<file path="src/rtl/ledpar_pkg.sv">
package ledpar_pkg;

  typedef enum logic [1:0] {
    ST_IDLE,
    ST_LOAD,
    ST_SLOT,
    ST_GAP
  } gen_state_e;

  typedef enum logic [1:0] {
    SEG_HIGH,
    SEG_DATA,
    SEG_LOW
  } slot_seg_e;

  // Which part of a bit slot a given slot clock belongs to.
  function automatic slot_seg_e seg_of(int unsigned phase, int unsigned high_end,
                                       int unsigned low_start);
    if (phase < high_end) return SEG_HIGH;
    if (phase < low_start) return SEG_DATA;
    return SEG_LOW;
  endfunction

  // Effective reset-gap length: the request, but never below the floor.
  function automatic int unsigned gap_clocks(int unsigned req, int unsigned floor_clks);
    return (req < floor_clks) ? floor_clks : req;
  endfunction

endpackage

</file>
<file path="src/rtl/ledpar_slot_timer.sv">
module ledpar_slot_timer #(
  parameter int SLOT_CLKS = 20,
  parameter int LOW_START = 13,
  localparam int PH_W = $clog2(SLOT_CLKS)
) (
  input  logic            clk,
  input  logic            rst_n,
  input  logic            run,
  output logic [PH_W-1:0] phase,
  output logic            fetch_pt,
  output logic            slot_end
);

  localparam logic [PH_W-1:0] LAST_PH  = PH_W'(SLOT_CLKS - 1);
  localparam logic [PH_W-1:0] FETCH_PH = PH_W'(LOW_START);

  logic [PH_W-1:0] phase_q;

  always_ff @(posedge clk or negedge rst_n) begin
    if (!rst_n) begin
      phase_q <= '0;
    end else if (!run || phase_q == LAST_PH) begin
      phase_q <= '0;
    end else begin
      phase_q <= phase_q + 1'b1;
    end
  end

  assign phase    = phase_q;
  assign fetch_pt = run && (phase_q == FETCH_PH);
  assign slot_end = run && (phase_q == LAST_PH);

endmodule

</file>
<file path="src/rtl/ledpar_gap_timer.sv">
module ledpar_gap_timer #(
  parameter int GAP_W = 16
) (
  input  logic             clk,
  input  logic             rst_n,
  input  logic             run,
  input  logic [GAP_W-1:0] limit,
  output logic             gap_end
);

  logic [GAP_W-1:0] cnt_q;

  always_ff @(posedge clk or negedge rst_n) begin
    if (!rst_n) begin
      cnt_q <= '0;
    end else if (!run || gap_end) begin
      cnt_q <= '0;
    end else begin
      cnt_q <= cnt_q + 1'b1;
    end
  end

  assign gap_end = run && (cnt_q == limit - 1'b1);

endmodule

</file>
<file path="src/rtl/ledpar_wave_mux.sv">
module ledpar_wave_mux
  import ledpar_pkg::*;
#(
  parameter int CHANNELS  = 8,
  parameter int HIGH_END  = 6,
  parameter int LOW_START = 13,
  parameter int PH_W      = 5
) (
  input  logic                active,
  input  logic                blank,
  input  logic [PH_W-1:0]     phase,
  input  logic [CHANNELS-1:0] data,
  input  logic [CHANNELS-1:0] mask,
  output logic [CHANNELS-1:0] led
);

  slot_seg_e seg;

  always_comb begin
    seg = seg_of(int'(phase), HIGH_END, LOW_START);
    led = '0;
    if (active && !blank) begin
      case (seg)
        SEG_HIGH: led = mask;
        SEG_DATA: led = data & mask;
        default:  led = '0;
      endcase
    end
  end

endmodule

</file>
<file path="src/rtl/ledpar_slot_gen.sv">
module ledpar_slot_gen
  import ledpar_pkg::*;
#(
  parameter int CHANNELS  = 8,
  parameter int SLOT_CLKS = 20,
  parameter int HIGH_END  = 6,
  parameter int LOW_START = 13,
  parameter int CNT_W     = 16,
  parameter int GAP_W     = 16,
  parameter int MIN_GAP   = 800
) (
  input  logic                clk,
  input  logic                rst_n,
  input  logic                start,
  input  logic [CNT_W-1:0]    byte_count,
  input  logic [CHANNELS-1:0] chan_mask,
  input  logic [GAP_W-1:0]    gap_len,
  input  logic [CHANNELS-1:0] in_data,
  input  logic                in_valid,
  output logic                in_ready,
  output logic [CHANNELS-1:0] led_out,
  output logic                busy,
  output logic                done,
  output logic                underrun
);

  localparam int PH_W = $clog2(SLOT_CLKS);

  gen_state_e          state_q;
  logic [CNT_W-1:0]    remain_q;
  logic [CHANNELS-1:0] byte_q;
  logic [CHANNELS-1:0] mask_q;
  logic [GAP_W-1:0]    gap_q;
  logic                zero_slot_q;
  logic                pend_zero_q;
  logic                underrun_q;
  logic                done_q;

  // Named internal events, brought out for the checker.
  logic            slot_active;
  logic            gap_active;
  logic            load_active;
  logic [PH_W-1:0] phase;
  logic            fetch_pt;
  logic            slot_end;
  logic            gap_end;
  logic            more_bytes;
  logic            fetch_req;
  logic            fetch_miss;

  assign slot_active = (state_q == ST_SLOT);
  assign gap_active  = (state_q == ST_GAP);
  assign load_active = (state_q == ST_LOAD);
  assign more_bytes  = (remain_q > CNT_W'(1));
  assign fetch_req   = fetch_pt && more_bytes && !zero_slot_q;
  assign fetch_miss  = fetch_req && !in_valid;

  ledpar_slot_timer #(
    .SLOT_CLKS(SLOT_CLKS),
    .LOW_START(LOW_START)
  ) u_slot_timer (
    .clk     (clk),
    .rst_n   (rst_n),
    .run     (slot_active),
    .phase   (phase),
    .fetch_pt(fetch_pt),
    .slot_end(slot_end)
  );

  ledpar_gap_timer #(
    .GAP_W(GAP_W)
  ) u_gap_timer (
    .clk    (clk),
    .rst_n  (rst_n),
    .run    (gap_active),
    .limit  (gap_q),
    .gap_end(gap_end)
  );

  ledpar_wave_mux #(
    .CHANNELS (CHANNELS),
    .HIGH_END (HIGH_END),
    .LOW_START(LOW_START),
    .PH_W     (PH_W)
  ) u_wave_mux (
    .active(slot_active),
    .blank (zero_slot_q),
    .phase (phase),
    .data  (byte_q),
    .mask  (mask_q),
    .led   (led_out)
  );

  always_ff @(posedge clk or negedge rst_n) begin
    if (!rst_n) begin
      state_q     <= ST_IDLE;
      remain_q    <= '0;
      byte_q      <= '0;
      mask_q      <= '0;
      gap_q       <= '0;
      zero_slot_q <= 1'b0;
      pend_zero_q <= 1'b0;
      underrun_q  <= 1'b0;
      done_q      <= 1'b0;
    end else begin
      done_q <= 1'b0;
      case (state_q)
        ST_IDLE: begin
          if (start) begin
            mask_q      <= chan_mask;
            gap_q       <= GAP_W'(gap_clocks(int'(gap_len), MIN_GAP));
            remain_q    <= byte_count;
            underrun_q  <= 1'b0;
            zero_slot_q <= 1'b0;
            pend_zero_q <= 1'b0;
            state_q     <= (byte_count == '0) ? ST_GAP : ST_LOAD;
          end
        end
        ST_LOAD: begin
          if (in_valid) begin
            byte_q  <= in_data;
            state_q <= ST_SLOT;
          end
        end
        ST_SLOT: begin
          if (fetch_req && in_valid) byte_q <= in_data;
          if (fetch_miss) begin
            pend_zero_q <= 1'b1;
            underrun_q  <= 1'b1;
          end
          if (slot_end) begin
            if (zero_slot_q || !more_bytes) begin
              state_q <= ST_GAP;
            end else begin
              remain_q    <= remain_q - 1'b1;
              zero_slot_q <= pend_zero_q;
              pend_zero_q <= 1'b0;
            end
          end
        end
        default: begin
          if (gap_end) begin
            state_q <= ST_IDLE;
            done_q  <= 1'b1;
          end
        end
      endcase
    end
  end

  assign in_ready = load_active || fetch_req;
  assign busy     = (state_q != ST_IDLE);
  assign done     = done_q;
  assign underrun = underrun_q;

endmodule

</file>
<file path="config.mk">
export PLATFORM = sky130hd
export DESIGN_NAME = ledpar_slot_gen
export DESIGN_NICKNAME = d
export VERILOG_FILES = /design/src/rtl/ledpar_pkg.sv /design/src/rtl/ledpar_slot_timer.sv /design/src/rtl/ledpar_gap_timer.sv /design/src/rtl/ledpar_wave_mux.sv /design/src/rtl/ledpar_slot_gen.sv
export SDC_FILE = /design/constraint.sdc
export NUM_CORES = 1
export LEC_CHECK = 0
export ABC_AREA = 0
export BUFFER_PORTS_ARGS = -buffer_cell sky130_fd_sc_hd__buf_2
export CORE_MARGIN = 4
export CORE_UTILIZATION = 40
export CTS_CLUSTER_SIZE = 20
export DETAILED_ROUTE_END_ITERATION = 8
export PLACE_DENSITY = 0.64
export SKIP_CTS_REPAIR_TIMING = 1
export SLEW_MARGIN = 5
export SYNTH_ARGS = -nofsm -noshare
export SYNTH_HDL_FRONTEND = slang
export SYNTH_SLANG_ARGS = --single-unit
</file>
<file path="constraint.sdc">
create_clock -name clk -period 3.4 [get_ports clk]
set_input_delay 0.85 -clock clk [delete_from_list [all_inputs] [get_ports clk]]
set_output_delay 0.85 -clock clk [all_outputs]
set_load 0.03 [all_outputs]
</file>
; ---- Yosys cells after proc, flatten, opt, wreduce, memory -nomap -nowiden
; Cells that the tools add are included.
[totals]
ff_bits = 75
input_bits = 52
out_inout_bits = 12
wordCells = 103
[op_classes]
n_addsub = 4
n_lt_le_gt_ge = 4
n_eq_ne = 14
n_mux = 38
bitwise = 1
n_reduce_logical = 31
[ops]
columns = op, n
row1 = 16-bit 2-to-1 mux, 5
row2 = 16-bit one-hot mux with 2 select lines, 1
row3 = 8-bit one-hot mux with 2 select lines, 2
row4 = "16-bit by 1-bit subtractor with 16-bit output, second input constant", 2
row5 = 8-bit 2-to-1 mux, 3
row6 = 2-bit 2-to-1 mux, 10
row7 = "16-bit by 1-bit adder with 16-bit output, second input constant", 1
row8 = 16-bit == test, 1
row9 = "16-bit by 1-bit > comparator with 1-bit output, second input constant", 1
row10 = 16-bit zero test, 1
row11 = "16-bit by 10-bit < comparator with 1-bit output, second input constant", 1
row12 = "2-bit inequality test, second input constant", 7
row13 = 1-bit 2-to-1 mux, 12
row14 = 8-bit AND, 1
row15 = 1-bit logical AND, 8
row16 = 1-bit one-hot mux with 2 select lines, 3
row17 = 2-bit one-hot mux with 3 select lines, 1
row18 = 3-bit AND reduction, 2
row19 = 2-bit nonzero test, 3
row20 = "5-bit by 1-bit adder with 5-bit output, second input constant", 1
row21 = "5-bit by 4-bit == test with 1-bit output, second input constant", 1
row22 = "5-bit == test, second input constant", 1
row23 = 1-bit zero test, 5
row24 = "5-bit by 3-bit < comparator with 1-bit output, second input constant", 1
row25 = 11 further kinds, 18

; ---- Depth between registers and ports, before layout
[depth]
depth_word = 9
mapped_depth = 9
mapped_depth_nobuf = 8

; ---- By module
; From an unflattened synthesis, not the netlist that was laid out.
[unflattened]
cells_unflattened = 480
area_unflattened_um2 = 4687.0
[by_module_without_submodules]
columns = module, instances, cells_per_inst, area_each_um2, seq_area_each_um2
row1 = ledpar_slot_gen, 1, 255, 2753.9, 1351.3
row2 = ledpar_gap_timer, 1, 169, 1456.4, 400.4
row3 = ledpar_slot_timer, 1, 29, 275.3, 125.1
row4 = ledpar_wave_mux, 1, 27, 201.4, 0.0

; ---- Least setup slack after synthesis
; Ideal clock, no wire load.
[synth_timing]
path_type = register -> output
from = register u_slot_timer.phase_q[1], in the netlist u_slot_timer.phase[1]
to = output port led_out[0]
arrival_time_ps = 1994
required_time_ps = 2550
setup_slack_ps = 556
path_stages_with_launch = 5
n_path_buf = 0
path_cell_list = dfrtp_1 or2_2 a31oi_1 a21oi_1 nor3b_1
[synth_between]
elab_chain_len = 8
elab_cells_between_ends = 12
classes_between = order compare (2) / eq/ne (1) / mux (8) / reduce/logical (1)
[synth_lines]
columns = item, line_no
row1 = "start, declared", ledpar_slot_timer.sv:17  ; logic [PH_W-1:0] phase_q;
row2 = "start signal, assigned", ledpar_slot_timer.sv:25  ; phase_q <= phase_q + 1'b1;
row3 = 5-bit by 4-bit < comparator with 1-bit output, ledpar_pkg.sv:20  ; if (phase < low_start) return SEG_DATA;
row4 = 1-bit 2-to-1 mux (2 in a row), ledpar_pkg.sv:20
row5 = 2-bit 2-to-1 mux, ledpar_pkg.sv:21  ; return SEG_LOW;
row6 = 2-bit 2-to-1 mux *, ledpar_pkg.sv:20
row7 = 2-bit by 1-bit == test with 1-bit output / 2-bit zero test (equally long branches), ledpar_wave_mux.sv:23  ; case (seg)
row8 = 8-bit one-hot mux with 2 select lines *, ledpar_wave_mux.sv:23
row9 = 8-bit 2-to-1 mux *, ledpar_wave_mux.sv:22  ; if (active && !blank) begin
row10 = "end, declared", ledpar_slot_gen.sv:21  ; output logic [CHANNELS-1:0] led_out,
; Mark *: on every way between the ends. The rest lies on a longest branch, timed or not. The select of a mux whose other input is x is not followed.

; ---- Worst setup path after layout
[layout_timing]
from = register state_q[0]
to = output port in_ready
[layout_between]
elab_chain_len = 5
elab_cells_between_ends = 6
classes_between = eq/ne (2) / reduce/logical (4)
[layout_lines]
columns = item, line_no
row1 = "start, declared", ledpar_slot_gen.sv:29  ; gen_state_e state_q;
row2 = "start signal, assigned", ledpar_slot_gen.sv:116  ; state_q <= (byte_count == '0) ? ST_GAP : ST_LOAD;
row3 = 2-bit == test, ledpar_slot_gen.sv:51  ; assign slot_active = (state_q == ST_SLOT);
row4 = named net slot_active, ledpar_slot_gen.sv:40  ; logic slot_active;
row5 = 1-bit logical AND, ledpar_slot_timer.sv:30  ; assign fetch_pt = run && (phase_q == FETCH_PH);
row6 = 1-bit logical AND (2 in a row), ledpar_slot_gen.sv:55  ; assign fetch_req = fetch_pt && more_bytes && !zero_slot_q;
row7 = 1-bit logical OR, ledpar_slot_gen.sv:151  ; assign in_ready = load_active || fetch_req;
row8 = "end, declared", ledpar_slot_gen.sv:20  ; output logic in_ready,
; The timed path passes the listed nets, and every way through them passes these cells.

==> impl_metrics.ini <==
[synth]
syn-cell-area_sq_mm = 0.00446
ys_ff_latch = 75
synthXorXnorAreaFrac_pct = 6.48
yosysSeqAreaShare_pct = 42.1
synthSimpleGateAreaFrac_pct = 26.8
syn-num-nets = 547
yosysUniqueCellTypes = 61
synth_top_family_by_area = simple AND/OR/NAND/NOR gates
synth-edff-count = 0
avgSynthCellArea_sq_um = 9.20
syn_inst = 485
yosys_warnings = 0
synthMuxAreaShare_pct = 3.42
async_flop_share_pct = 100
synthAdderAreaFrac_pct = 2.80
synth_ff_type = dfrtp_1
synth_compound_area_share_pct = 15.6

[timing]
finalCriticalPeriod_ns = 3.18
setup_ws_ns = 0.224
hold_violations = 0
rsz0062_at_grt = false
setup_viol_count_final = 0
slew_headroom_pct = 36.2
tns_ns = 0
drv_slew = 0
hold_slack_ns = 0.477
fmax_ghz = 0.315
finalCritPeriodShare_pct = 93.4
worst_pin_slew_ns = 0.957
fin_skew_ns = 0.0101

[cells_and_area]
drive_gt1_share_pct = 21.9
regArea_sq_mm = 0.00188
nNetsFinal = 613
fill_cells = 1019
multiInputGateArea_sq_mm = 0.00247
fin_cells = 696
areaGrowthSynthToFinish_pct = 14.9
n_antenna_cell = 0

[drt]
via_count = 3840
post_drt_wl_per_cell_um = 15.7
antenna_left = 0
via_per_inst = 5.52
drt_iter0_markers = 163
drc = 0
drt-pass1-iter-count = 4
wirelength_mm = 10.9

[worst_setup_path]
worst_setup_path_end_kind = primary output
crit_chain = inv_1, ha_1, nand2b_1, a21o_1, nor2_1, or2_2, buf_2
cp_max_fo = 14
cp.required_ns = 2.55
start_kind = flop
reg2reg_depth = 8
critPathKind = reg -> out
slowest_delay_ns = 0.44
slowest_stage = dfrtp_1
crit_arrival_ns = 2.33

[die]
coreArea_sq_mm = 0.0109
initial_utilization_pct = 41.0
num_rows = 38
fp.dieH_um = 114
die-area_sq_mm = 0.0129
fp.dieW_um = 114
ioPinCount = 64

[clocking]
clock_sinks = 75
clock_latency_ns = 0.36
cts.htree.levels = 3
cts_root_buffer = clkbuf_8
cts_buffers = 9
cts_tree = built
path_clk_slew_ns = 0.09
cts_buffer_depth = 2

[placement]
gp_congestion = 0.849
dpl.hpwl_mm = 8.21
io_buffers = 63
preCtsSetupSlack_ns = 0.586
dp.cells = 680

[pwr]
comb_power_share_pct = 3.9
swShare_pct = 25.4
leakage_uw = 0.00222
peakVddDrop_uv = 201
seq_power_share_pct = 55.8
p_int_uw = 1200
clkPwrFrac_pct = 40.2
powerDensity_mw_per_mm2 = 314
p_sw_uw = 409

[global_route]
antenna_found_initial = 0
overflow = 0
track_usage_pct = 17.4
grt_pass1_vias = 3820
grt_max_degree = 76
grt_pass1_wl_mm = 18.4

[min_path]
holdPathStages = 2
hp-class = reg -> reg

[outcome]
status = finished, final reports clean

[run]
maxCapViolations = 0
## stage by stage
| step | cell area, sq um | utilization [%] | total power (uW) |
|---|---|---|---|
| after floorplan | 4460 | - | 926 |
| after global placement | 4940 | 45.4 | 981 |
| after detailed placement | 4940 | 45.4 | 982 |
| after CTS | 5120 | 47.0 | 1640 |
| after global routing | 5130 | 47.1 | 1670 |
| final | 5130 | 47.1 | 1610 |
## layout by cell type (no fill, tap or decap), types with 12 or more instances in the layout
cell type | netlist | routed
nand3_1 | 24 | 24
o21ai_0 | 23 | 23
nand2_1 | 70 | 70
nor2_1 | 35 | 35
inv_1 | 13 | 13
a21oi_1 | 31 | 31
buf_2 | 2 | 62
dfrtp_1 | 75 | 75
xor2_1 | 14 | 14
xnor2_1 | 19 | 19
nor4_1 | 13 | 12
## logic make-up after synthesis
family / after synthesis
compound gates: 105
xor+xnor: 33
mux: 14
flops: 75
fa+ha+maj: 10
buf+inv: 29
simple gates: 219
## path summary, 6_finish.rpt
check	from	end	slack (ns)
worst max-delay path	state_q[0]	in_ready	0.22
worst min-delay path	mask_q[2]	mask_q[2]	0.48
worst max register to register	gap_q[0]	state_q[0]	0.64
worst min register to register	mask_q[2]	mask_q[2]	0.48
max in group asynchronous	rst_n	u_slot_timer.phase[0]	2.15
min in group asynchronous	rst_n	gap_q[4]	0.64
## power by group through the flow
stage / Clock, uW / Combinational [uW] / Sequential [uW]
detailed placement: 0 / 64.7 / 917
global placement: 0 / 64.2 / 917
finish: 648 / 63.4 / 899
global route: 701 / 71.6 / 900
CTS: 674 / 64.8 / 899
floorplan: 0 / 8.28 / 918
## synth_stat cells, types with 3 or more instances
library cell  number  share of area [%]
nor3_1            11                1.2
a22o_1             5               0.98
a21oi_1           31                3.5
and3_1             6               0.84
nand2b_1           3               0.42
nor3b_1            9                1.5
nor2b_1            5               0.70
nand4b_1           3               0.59
o311ai_0           3               0.59
nand3_1           24                2.7
a211oi_1           4               0.67
nor2_1            35                2.9
mux2i_1            4               0.90
o21ai_0           23                2.6
a211o_1            3               0.59
nand4_1            5               0.70
o22ai_1            9                1.3
nor4_4             3                1.4
or2_2              4               0.56
a221o_1            3               0.67
dfrtp_1           75                 42
nor4_1            13                1.8
nor2_2            10                1.4
xnor2_1           19                3.7
or3_1              4               0.56
clkbuf_1          12                1.0
a31oi_1            7               0.98
nand2_1           70                5.9
mux2_2             9                2.3
xor2_1            14                2.7
inv_1             13                1.1
ha_1              10                2.8
## area by class of cell
class                   count  share of cell area, %
clock buffers               9                   2.42
clock inverters             7                   1.17
inverters                  13                  0.951
multi-input cells         381                   48.1
flip-flops and latches     75                   36.6
well taps                 140                   3.42
repair buffers             71                   7.37
## worst max-delay path, delay by kind of cell, from the launching register on
family	cells	cell delay [ns]
adders and majority gates	1	0.18
and+or+nand+nor	3	0.73
DFF	1	0.44
AOI/OAI and AO/OA	1	0.32
buffers and inverters	2	0.30
## registers in the layout, indices dropped and copies added (netlist names), 2 cells and up
signal,count
byte_q,8
remain_q,16
mask_q,8
u_gap_timer.cnt_q,16
state_q,2
u_slot_timer.phase,5
gap_q,16
## routing by layer
metal / up-vias / GRT usage, % / routed length [um] / part of all wire [%]
met5: - / 0 / 0 / 0
met4: 0 / 7.85 / 323 / 3.0
met3: 24 / 2.49 / 394 / 3.6
met2: 79 / 27.5 / 5300 / 48
met1: 1846 / 23.6 / 4920 / 45
li1: 1891 / - / - / -
No activity file was read; power rests on OpenSTA's default activity.
